--- config.mk ---
export PLATFORM = sky130hd
export DESIGN_NAME = irq_prio_unit
export DESIGN_NICKNAME = d
export VERILOG_FILES = /design/src/rtl/ipu_pkg.sv /design/src/rtl/irq_nmi_qual.sv /design/src/rtl/irq_edge_hold.sv /design/src/rtl/irq_prio_pick.sv /design/src/rtl/irq_prio_unit.sv
export SDC_FILE = /design/constraint.sdc
export NUM_CORES = 1
export LEC_CHECK = 0
export BUFFER_PORTS_ARGS = -buffer_cell sky130_fd_sc_hd__buf_2
export CORE_UTILIZATION = 40
export DETAILED_ROUTE_END_ITERATION = 12
export GPL_TIMING_DRIVEN = 0
export HOLD_SLACK_MARGIN = 0.12
export PLACE_DENSITY = 0.7
export SETUP_SLACK_MARGIN = 0.2
export SYNTH_ARGS = -nofsm -noshare
export SYNTH_HDL_FRONTEND = slang
export SYNTH_SLANG_ARGS = --single-unit
--- constraint.sdc ---
create_clock -name clk -period 1.5 [get_ports clk]
set_input_delay 0.225 -clock clk [delete_from_list [all_inputs] [get_ports clk]]
set_output_delay 0.225 -clock clk [all_outputs]
set_load 0.05 [all_outputs]
--- src/rtl/ipu_pkg.sv ---
// Shared helpers for the interrupt request unit.
// Assumes vector addresses are computed as plain integers and then sized by the caller.
package ipu_pkg;

    // Restart slot n sits at n times the slot size.
    function automatic int restart_addr(input int num, input int slot_bytes);
        return num * slot_bytes;
    endfunction

    // Maskable line i sits i+1 slots above the non-maskable vector.
    function automatic int line_addr(input int base, input int slot_bytes, input int line);
        return base + slot_bytes * (line + 1);
    endfunction

endpackage

--- src/rtl/irq_nmi_qual.sv ---
// Qualifies the non-maskable request: it arms on a low-to-high change and
// fires when the level is still high at the next sample.
// Assumes the request is synchronous to clk. Firing also disarms the qualifier,
// so a held level produces a single acceptance.
module irq_nmi_qual (
    input  logic clk,
    input  logic rst_n,
    input  logic level,
    output logic fire
);
    logic prev_q;
    logic armed_q;

    assign fire = armed_q & level;

    // Track the previous level and the armed state.
    always_ff @(posedge clk) begin
        if (!rst_n) begin
            prev_q  <= 1'b0;
            armed_q <= 1'b0;
        end else begin
            prev_q  <= level;
            armed_q <= (armed_q | (level & ~prev_q)) & level & ~fire;
        end
    end
endmodule

--- src/rtl/irq_edge_hold.sv ---
// Holds a rising edge of one request line until it is cleared.
// Assumes clear covers both a service of the line and a software discard,
// and that clear wins over a new edge at the same clock edge.
module irq_edge_hold (
    input  logic clk,
    input  logic rst_n,
    input  logic level,
    input  logic clear,
    output logic pend
);
    logic prev_q;
    logic pend_q;

    assign pend = pend_q;

    // Record a low-to-high change and keep it until cleared.
    always_ff @(posedge clk) begin
        if (!rst_n) begin
            prev_q <= 1'b0;
            pend_q <= 1'b0;
        end else begin
            prev_q <= level;
            pend_q <= (pend_q | (level & ~prev_q)) & ~clear;
        end
    end
endmodule

--- src/rtl/irq_prio_pick.sv ---
// Fixed-priority selector: the highest set index wins.
// Assumes at most one winner is needed per cycle. The index is meaningless when any is low.
module irq_prio_pick #(
    parameter int N     = 3,
    parameter int IDX_W = 2
) (
    input  logic [N-1:0]     req,
    output logic             any,
    output logic [IDX_W-1:0] idx
);
    // Scan upward so that later (higher) indices override earlier ones.
    always_comb begin
        any = 1'b0;
        idx = '0;
        for (int i = 0; i < N; i++) begin
            if (req[i]) begin
                any = 1'b1;
                idx = IDX_W'(i);
            end
        end
    end
endmodule

--- src/rtl/irq_prio_unit.sv ---
// Interrupt request unit: qualifies one non-maskable and NUM_LINES maskable
// requests, arbitrates them by fixed priority, and maps software restart numbers
// to slot addresses. Emits a one-cycle take pulse with the call vector.
// Assumes all inputs are synchronous to clk and commands are single-cycle strobes.
module irq_prio_unit
    import ipu_pkg::*;
#(
    parameter int                  NUM_LINES  = 3,
    parameter logic [NUM_LINES-1:0] EDGE_LINES = 3'b100,
    parameter int                  VEC_W      = 16,
    parameter int                  SLOT_BYTES = 8,
    parameter int                  NMI_VEC    = 'h24,
    parameter int                  RST_NUM_W  = 3
) (
    input  logic                   clk,
    input  logic                   rst_n,
    input  logic                   nmi_req,
    input  logic [NUM_LINES-1:0]   line_req,
    input  logic                   cmd_ie_set,
    input  logic                   cmd_ie_clr,
    input  logic                   cmd_mask_wr,
    input  logic [NUM_LINES-1:0]   mask_wdata,
    input  logic                   mask_clr_edges,
    input  logic                   cmd_status_rd,
    output logic [2*NUM_LINES+1:0] status_q,
    input  logic                   sw_rst_req,
    input  logic [RST_NUM_W-1:0]   sw_rst_num,
    output logic                   take_q,
    output logic [VEC_W-1:0]       vector_q
);
    localparam int IDX_W  = (NUM_LINES > 1) ? $clog2(NUM_LINES) : 1;
    localparam int STAT_W = 2 * NUM_LINES + 2;

    logic                 ie_q;
    logic [NUM_LINES-1:0] mask_q;
    logic [NUM_LINES-1:0] raw_pend;
    logic [NUM_LINES-1:0] eligible;
    logic [NUM_LINES-1:0] line_svc;
    logic                 any_line;
    logic [IDX_W-1:0]     win_idx;
    logic                 nmi_fire;
    logic                 mask_fire;
    logic                 hw_fire;
    logic                 edge_discard;
    logic [VEC_W-1:0]     vec_d;

    // Non-maskable qualification.
    irq_nmi_qual u_nmi (
        .clk   (clk),
        .rst_n (rst_n),
        .level (nmi_req),
        .fire  (nmi_fire)
    );

    assign edge_discard = cmd_mask_wr & mask_clr_edges;

    // Per-line capture: edge-held or plain level, chosen by EDGE_LINES.
    for (genvar i = 0; i < NUM_LINES; i++) begin : g_line
        if (EDGE_LINES[i]) begin : g_edge
            irq_edge_hold u_hold (
                .clk   (clk),
                .rst_n (rst_n),
                .level (line_req[i]),
                .clear (line_svc[i] | edge_discard),
                .pend  (raw_pend[i])
            );
        end else begin : g_level
            assign raw_pend[i] = line_req[i];
        end
        assign line_svc[i] = mask_fire && (win_idx == IDX_W'(i));
    end

    assign eligible = raw_pend & ~mask_q;

    irq_prio_pick #(
        .N     (NUM_LINES),
        .IDX_W (IDX_W)
    ) u_pick (
        .req (eligible),
        .any (any_line),
        .idx (win_idx)
    );

    assign mask_fire = ie_q && any_line && !nmi_fire;
    assign hw_fire   = nmi_fire || mask_fire;

    // Choose the vector for whichever source is accepted this cycle.
    always_comb begin
        if (nmi_fire) begin
            vec_d = VEC_W'(NMI_VEC);
        end else if (mask_fire) begin
            vec_d = VEC_W'(line_addr(NMI_VEC, SLOT_BYTES, int'(win_idx)));
        end else begin
            vec_d = VEC_W'(restart_addr(int'(sw_rst_num), SLOT_BYTES));
        end
    end

    // Enable flag: an acceptance clears it, then disable, then enable.
    always_ff @(posedge clk) begin
        if (!rst_n) begin
            ie_q <= 1'b0;
        end else if (hw_fire || cmd_ie_clr) begin
            ie_q <= 1'b0;
        end else if (cmd_ie_set) begin
            ie_q <= 1'b1;
        end
    end

    // Mask bits: all masked out of reset, loaded by the mask-write command.
    always_ff @(posedge clk) begin
        if (!rst_n) begin
            mask_q <= '1;
        end else if (cmd_mask_wr) begin
            mask_q <= mask_wdata;
        end
    end

    // Status capture on a read command.
    always_ff @(posedge clk) begin
        if (!rst_n) begin
            status_q <= '0;
        end else if (cmd_status_rd) begin
            status_q <= STAT_W'({nmi_req, raw_pend, ie_q, mask_q});
        end
    end

    // Take pulse and vector; the vector holds between acceptances.
    always_ff @(posedge clk) begin
        if (!rst_n) begin
            take_q   <= 1'b0;
            vector_q <= '0;
        end else begin
            take_q <= hw_fire || sw_rst_req;
            if (hw_fire || sw_rst_req) begin
                vector_q <= vec_d;
            end
        end
    end
endmodule

# Word-level counts from Yosys, hierarchy flattened

Cells that the tools add are included.
W data, S select, Z words.

Reduce and logical (&&, ||, !) cells: 8
Bitwise operators: 17
Add/sub/neg operators: 2
Equality and inequality tests: 1
Muxes and demuxes: 7

Operator list:

| cell                  | count |
|---|---|
| $mux W7               | 2 |
| $add A6 B6 Y7 const A | 1 |
| $and A1 B1 Y1         | 7 |
| $not A1 Y1            | 5 |
| $mux W1               | 4 |
| $add A2 B1 Y3 const B | 1 |
| $and A3 B3 Y3         | 1 |
| $logic_and A1 B1 Y1   | 3 |
| $logic_or A1 B1 Y1    | 3 |
| $not A3 Y3            | 1 |
| $or A1 B1 Y1          | 3 |
| $eq A2 B2 Y1 const B  | 1 |
| $mux W2               | 1 |
| $reduce_or A2 Y1      | 1 |
| $logic_not A1 Y1      | 1 |

Logic and storage cells: 44
Output and inout bits: 25
Input port bits: 18
Flip-flop bits (word level): 33

# Depth between registers and ports, before layout

Word-level depth: 11
Gate-level depth with buffers: 4
Depth with buffers taken out: 4

# Hierarchy

Synthesis repeated with hierarchy kept, for this count alone.

Cells, all modules: 98
Area, all modules: 1007.2 um^2

By module, submodules not included:

| module        | cells an instance | instances | area an instance (um^2) |
|---|---|---|---|
| irq_prio_unit | 84                | 1         | 854.6 |
| irq_edge_hold | 6                 | 1         | 67.6 |
| irq_nmi_qual  | 5                 | 1         | 65.1 |
| irq_prio_pick | 3                 | 1         | 20.0 |

# Least setup slack after synthesis

OpenSTA, ideal clock, no wires.

Path kind: register -> register
Start: register, netlist name vector_q[4]
End: register vector_q[4]
Slack: 0.371 ns
Library setup time: 0.070 ns
Cell stages (with the launch flop): 4
Buffers on the path: 0
Required time: 1.430 ns
Arrival time: 1.059 ns
Cells stage by stage: dfxtp_1 > nor2_1 > a221o_1 > a21oi_1

RTL lines:

| element              | RTL line             | source |
|---|---|---|
| to (signal assigned) | irq_prio_unit.sv:135 | `vector_q <= vec_d;` |
| to (decl)            | irq_prio_unit.sv:29  | `output logic [VEC_W-1:0] vector_q` |

# Worst setup path after layout

Start: register mask_q[0]
End: register vector_q[6]

Longest elaborated chain between the ends: 9
Elaborated cells on any way between the ends: 11
Those cells by class: mux: 5; bitwise: 2; reduce/logical: 4

Ends and longest elaborated chain:

| element                                              | RTL line                                  | source |
|---|---|---|
| from (decl)                                          | irq_prio_unit.sv:35                       | `logic [NUM_LINES-1:0] mask_q;` |
| from (signal assigned)                               | irq_prio_unit.sv:114                      | `mask_q <= mask_wdata;` |
| $not A3 Y3 (*)                                       | irq_prio_unit.sv:73                       | `assign eligible = raw_pend & ~mask_q;` |
| $and A3 B3 Y3 (*)                                    | irq_prio_unit.sv:73                       |  |
| $mux W1 (*) (3 in a row)                             | irq_prio_pick.sv:16                       | `if (req[i]) begin` |
| $logic_and A1 B1 Y1 (*) (2 in a row)                 | irq_prio_unit.sv:84                       | `assign mask_fire = ie_q && any_line && !nmi_fire;` |
| $mux W7 / $logic_or A1 B1 Y1 (equally long branches) | irq_prio_unit.sv:91, irq_prio_unit.sv:85  |  |
| $mux W7 / $logic_or A1 B1 Y1 (equally long branches) | irq_prio_unit.sv:89, irq_prio_unit.sv:134 |  |

Mark *: on every way between the ends. The rest lies on a longest branch, timed or not.
A chain may end at the register's enable or synchronous reset.

==> run_results.csv <==
group,metric,value,unit
status,status,"finished clean",
critical_path,path_delay_family,"simple AND/OR/NAND/NOR gates",
synthesis,synthTopCellsByCount,"22 x sky130_fd_sc_hd__dfxtp_1, 13 x sky130_fd_sc_hd__mux2i_1, 12 x sky130_fd_sc_hd__nor2b_1, 11 x sky130_fd_sc_hd__buf_4, 8 x sky130_fd_sc_hd__nand2_1",
synthesis,synth-seq-area-share,47.0,%
critical_path,ff2ff_setup_slack,310,ps
cts,cts-htree-levels,1,
route,drt_first_iter_violations,5,
critical_path,critPathArrivalTime,1450,ps
synthesis,netlist_instances,94,
global_routing,grt_use_total,14.8,%
sta,final.hold.worst_slack,136,ps
hold_path,hold_class,"primary input to register",
critical_path,crit-reg2reg-capture,"vector_q[6]$_SDFFE_PN0P_",
hold_path,hold-path-endpoint,"mask_q[2]$_SDFFE_PN1P_",
hold_path,hp-start,"mask_wdata[2]",
global_routing,grt_pass1_wl,2770,um
sta,fmax,0.838,GHz
global_routing,overflow,0,
placed_design,portBuffers,30,
critical_path,critical_path_peak_fanout,4,
die,io_count,43,
synthesis,fraction_of_registers_with_async_set_reset,0,%
cts,clock_transition_at_the_register_clock_pins_on_the_worst_setup_and_hold_paths_after_cts,120,ps
critical_path,critPathLaunchType,"register",
critical_path,endpoint_kind,"register",
critical_path,crit_path_max_incr_delay,370,ps
sta,hold_viol,0,
critical_path,path_class,"register to register",
cts,tritoncts,"yes",
cts,clkSinkCount,22,
sta,fin_crit,1190,ps
power_and_ir_drop,leakage,0.618,nW
global_routing,via_count_of_the_first_global_routing_pass,640,
cts,clock_path_buffers,2,
synthesis,yosysUniqueCellTypes,24,
route,totalWireLength,1670,um
synthesis,yosysMostFrequentCell,"sky130_fd_sc_hd__dfxtp_1",
route,drt-wirelength-per-cell,9.99,um
die,core_area,2210,um2
synthesis,synthesis.area,937,um2
cts,insertion_delay,300,ps
critical_path,reg2reg_depth,4,
sta,finalSetupViolations,0,
power_and_ir_drop,pwr_density_cell,1030,nW/um2
sta,timing.clock.skew,2.37,ps
final_layout,drive_above_1_share,36.7,%
synthesis,postSynth.topFlopCell,"sky130_fd_sc_hd__dfxtp_1",
power_and_ir_drop,ir_drop,637,uV
run,drv.max_cap_violation_count,0,
synthesis,synth_enable_flop_cells,0,
critical_path,buf_inv_on_cp,0,
die,row_count,17,
synthesis,synth_top_cell_area_share,47.0,%
sta,timing.setup.tns,0,ps
route,vias_per_cell,4.47,
sta,post-route-period-util,79.6,%
die,die_w,50.4,um
sta,final-max-slew-violation-count,0,
synthesis,average_instance_area_after_synthesis,9.97,um2
route,firstDrtPassIters,3,
die,dieArea,2540,um2
final_layout,layout.core_utilization,54.8,%
sta,unrepaired_setup_endpoints_after_global_routing,"true",
global_routing,initial_antenna_violation_count,0,
die,die_height,50.4,um
final_layout,area_delta_synth_final,29.4,%
critical_path,crit_chain,"nor2b_1 > o31a_1 > nor3_2 > and2_1",
final_layout,antenna_cells,0,
global_routing,grt_start_max_net_pins,13,
synthesis,synth_warnings,0,
placed_design,post-dp-hpwl,1310,um
route,ant_nets,0,
critical_path,crit-reg2reg-launch,"mask_q[0]$_SDFFE_PN1P_",
synthesis,synth_area_leader_cell,"sky130_fd_sc_hd__dfxtp_1",
cts,clk_root_buffer_cell,"sky130_fd_sc_hd__clkbuf_4",
placed_design,place_congestion,0.789,
route,route.vias.total,746,
critical_path,critical_path_top_delay_cell,"sky130_fd_sc_hd__dfxtp_1",
route,drc,0,
critical_path,cp.required,1750,ps
cts,tritoncts.num_buffers,3,
die,initial_utilization,42.4,%
hold_path,worst_hold_path.num_cells,3,
synthesis,synth_top_cells_by_area,"sky130_fd_sc_hd__dfxtp_1 47%, sky130_fd_sc_hd__mux2i_1 14%, sky130_fd_sc_hd__buf_4 8.8%, sky130_fd_sc_hd__nor2b_1 8.0%, sky130_fd_sc_hd__nand2_1 3.2%",
final_layout,fin_nets,158,
synthesis,ys_ff_latch,22,
[worst max path at each step]
stage | from | endpoint | slack [ps] | depth (start not counted)
5_1_grt | mask_q[0]$_SDFFE_PN1P_ | vector_q[3]$_SDFFE_PN0P_ | 200 | 4
6_report | mask_q[0]$_SDFFE_PN1P_ | vector_q[6]$_SDFFE_PN0P_ | 310 | 4
2_1_floorplan | vector_q[4]$_SDFFE_PN0P_ | vector_q[4]$_SDFFE_PN0P_ | 370 | 3
4_1_cts | mask_q[2]$_SDFFE_PN1P_ | vector_q[2]$_SDFFE_PN0P_ | 260 | 4
3_5_place_dp | line_req[0] | vector_q[2]$_SDFFE_PN0P_ | 230 | 5
3_3_place_gp | line_req[0] | vector_q[5]$_SDFFE_PN0P_ | 250 | 5
[stage by stage]
stage	setup WS, ps	total power, mW	instance area (um2)	cells
floorplan	371	0.880	975	104
global placement	246	0.939	1160	162
detailed placement	232	0.945	1160	162
CTS	262	1.26	1210	167
global route	198	1.32	1210	167
finish	306	1.25	1210	167
[cell usage in the layout (no fill, tap or decap), drive strengths merged]
cell	n
buf	42
dfxtp	22
mux2i	13
nor2b	13
conb	11
nand2	8
clkbuf	6
and2	3
a21boi	3
nor3	3
inv	2
o21ai	2
a21oi	2
o31a	1
nor2	1
a221o	1
a221oi	1
a21o	1
nor3b	1
o211ai	1
a31oi	1
dlygate4sd3	1
[power by group]
group	total, mW	internal, mW	switching, mW
Combinational	0.297	0.0955	0.202
Clock	0.317	0.148	0.169
Sequential	0.637	0.619	0.0179
Total	1.25	0.863	0.389
[what timing repair did]
| item | in CTS | in global routing |
|---|---|---|
| setup buffers | 0 | 0 |
| setup endpoints to repair | 0 | 4 |
| hold endpoints to repair | 1 | 0 |
| hold buffers | 1 | 0 |
| gates resized for setup | 0 | 4 |
[state kept, by name (all words and copies together), names as in the netlist]
register	flops
u_nmi.prev_q	1
mask_q	3
g_line.g_edge.u_hold.prev_q	1
take_q	1
g_line.g_edge.u_hold.pend	1
u_nmi.armed_q	1
vector_q	5
status_q	8
ie_q	1
[routing by layer]
layer / global-route usage (%) / wire [um] / up-vias
met5: 0 / 0 / -
li1: - / - / 382
met3: 3.33 / 118 / 4
met4: 9.72 / 40 / 0
met1: 16.8 / 758 / 329
met2: 24.7 / 750 / 31
[cells by family (layout without fill, tap and decap cells)]
kind of cell           after synthesis  after routing  synth area share (%)
AOI/OAI and AO/OA                   13             13                  9.75
buffers and inverters               16             51                  10.9
DFF                                 22             22                  47.0
muxes                               13             13                  13.9
other                                1             11                 0.400
and+or+nand+nor                     29             29                  18.0
[worst register-to-register path, cell delays in order (launching register included)]
cell	delay (ps)
sky130_fd_sc_hd__dfxtp_1	370
sky130_fd_sc_hd__nor2b_1	90
sky130_fd_sc_hd__o31a_1	350
sky130_fd_sc_hd__nor3_2	200
sky130_fd_sc_hd__and2_1	140
[layout make-up]
cell class	count	area, um2
multi-input cells	66	435
fillers	223	1000
inverters	2	7.51
repair buffers	31	160
plain buffers	14	96.3
flip-flops and latches	22	442
clock buffers	4	36.3
well taps	28	35.0
(Power assumes the default switching activity.)
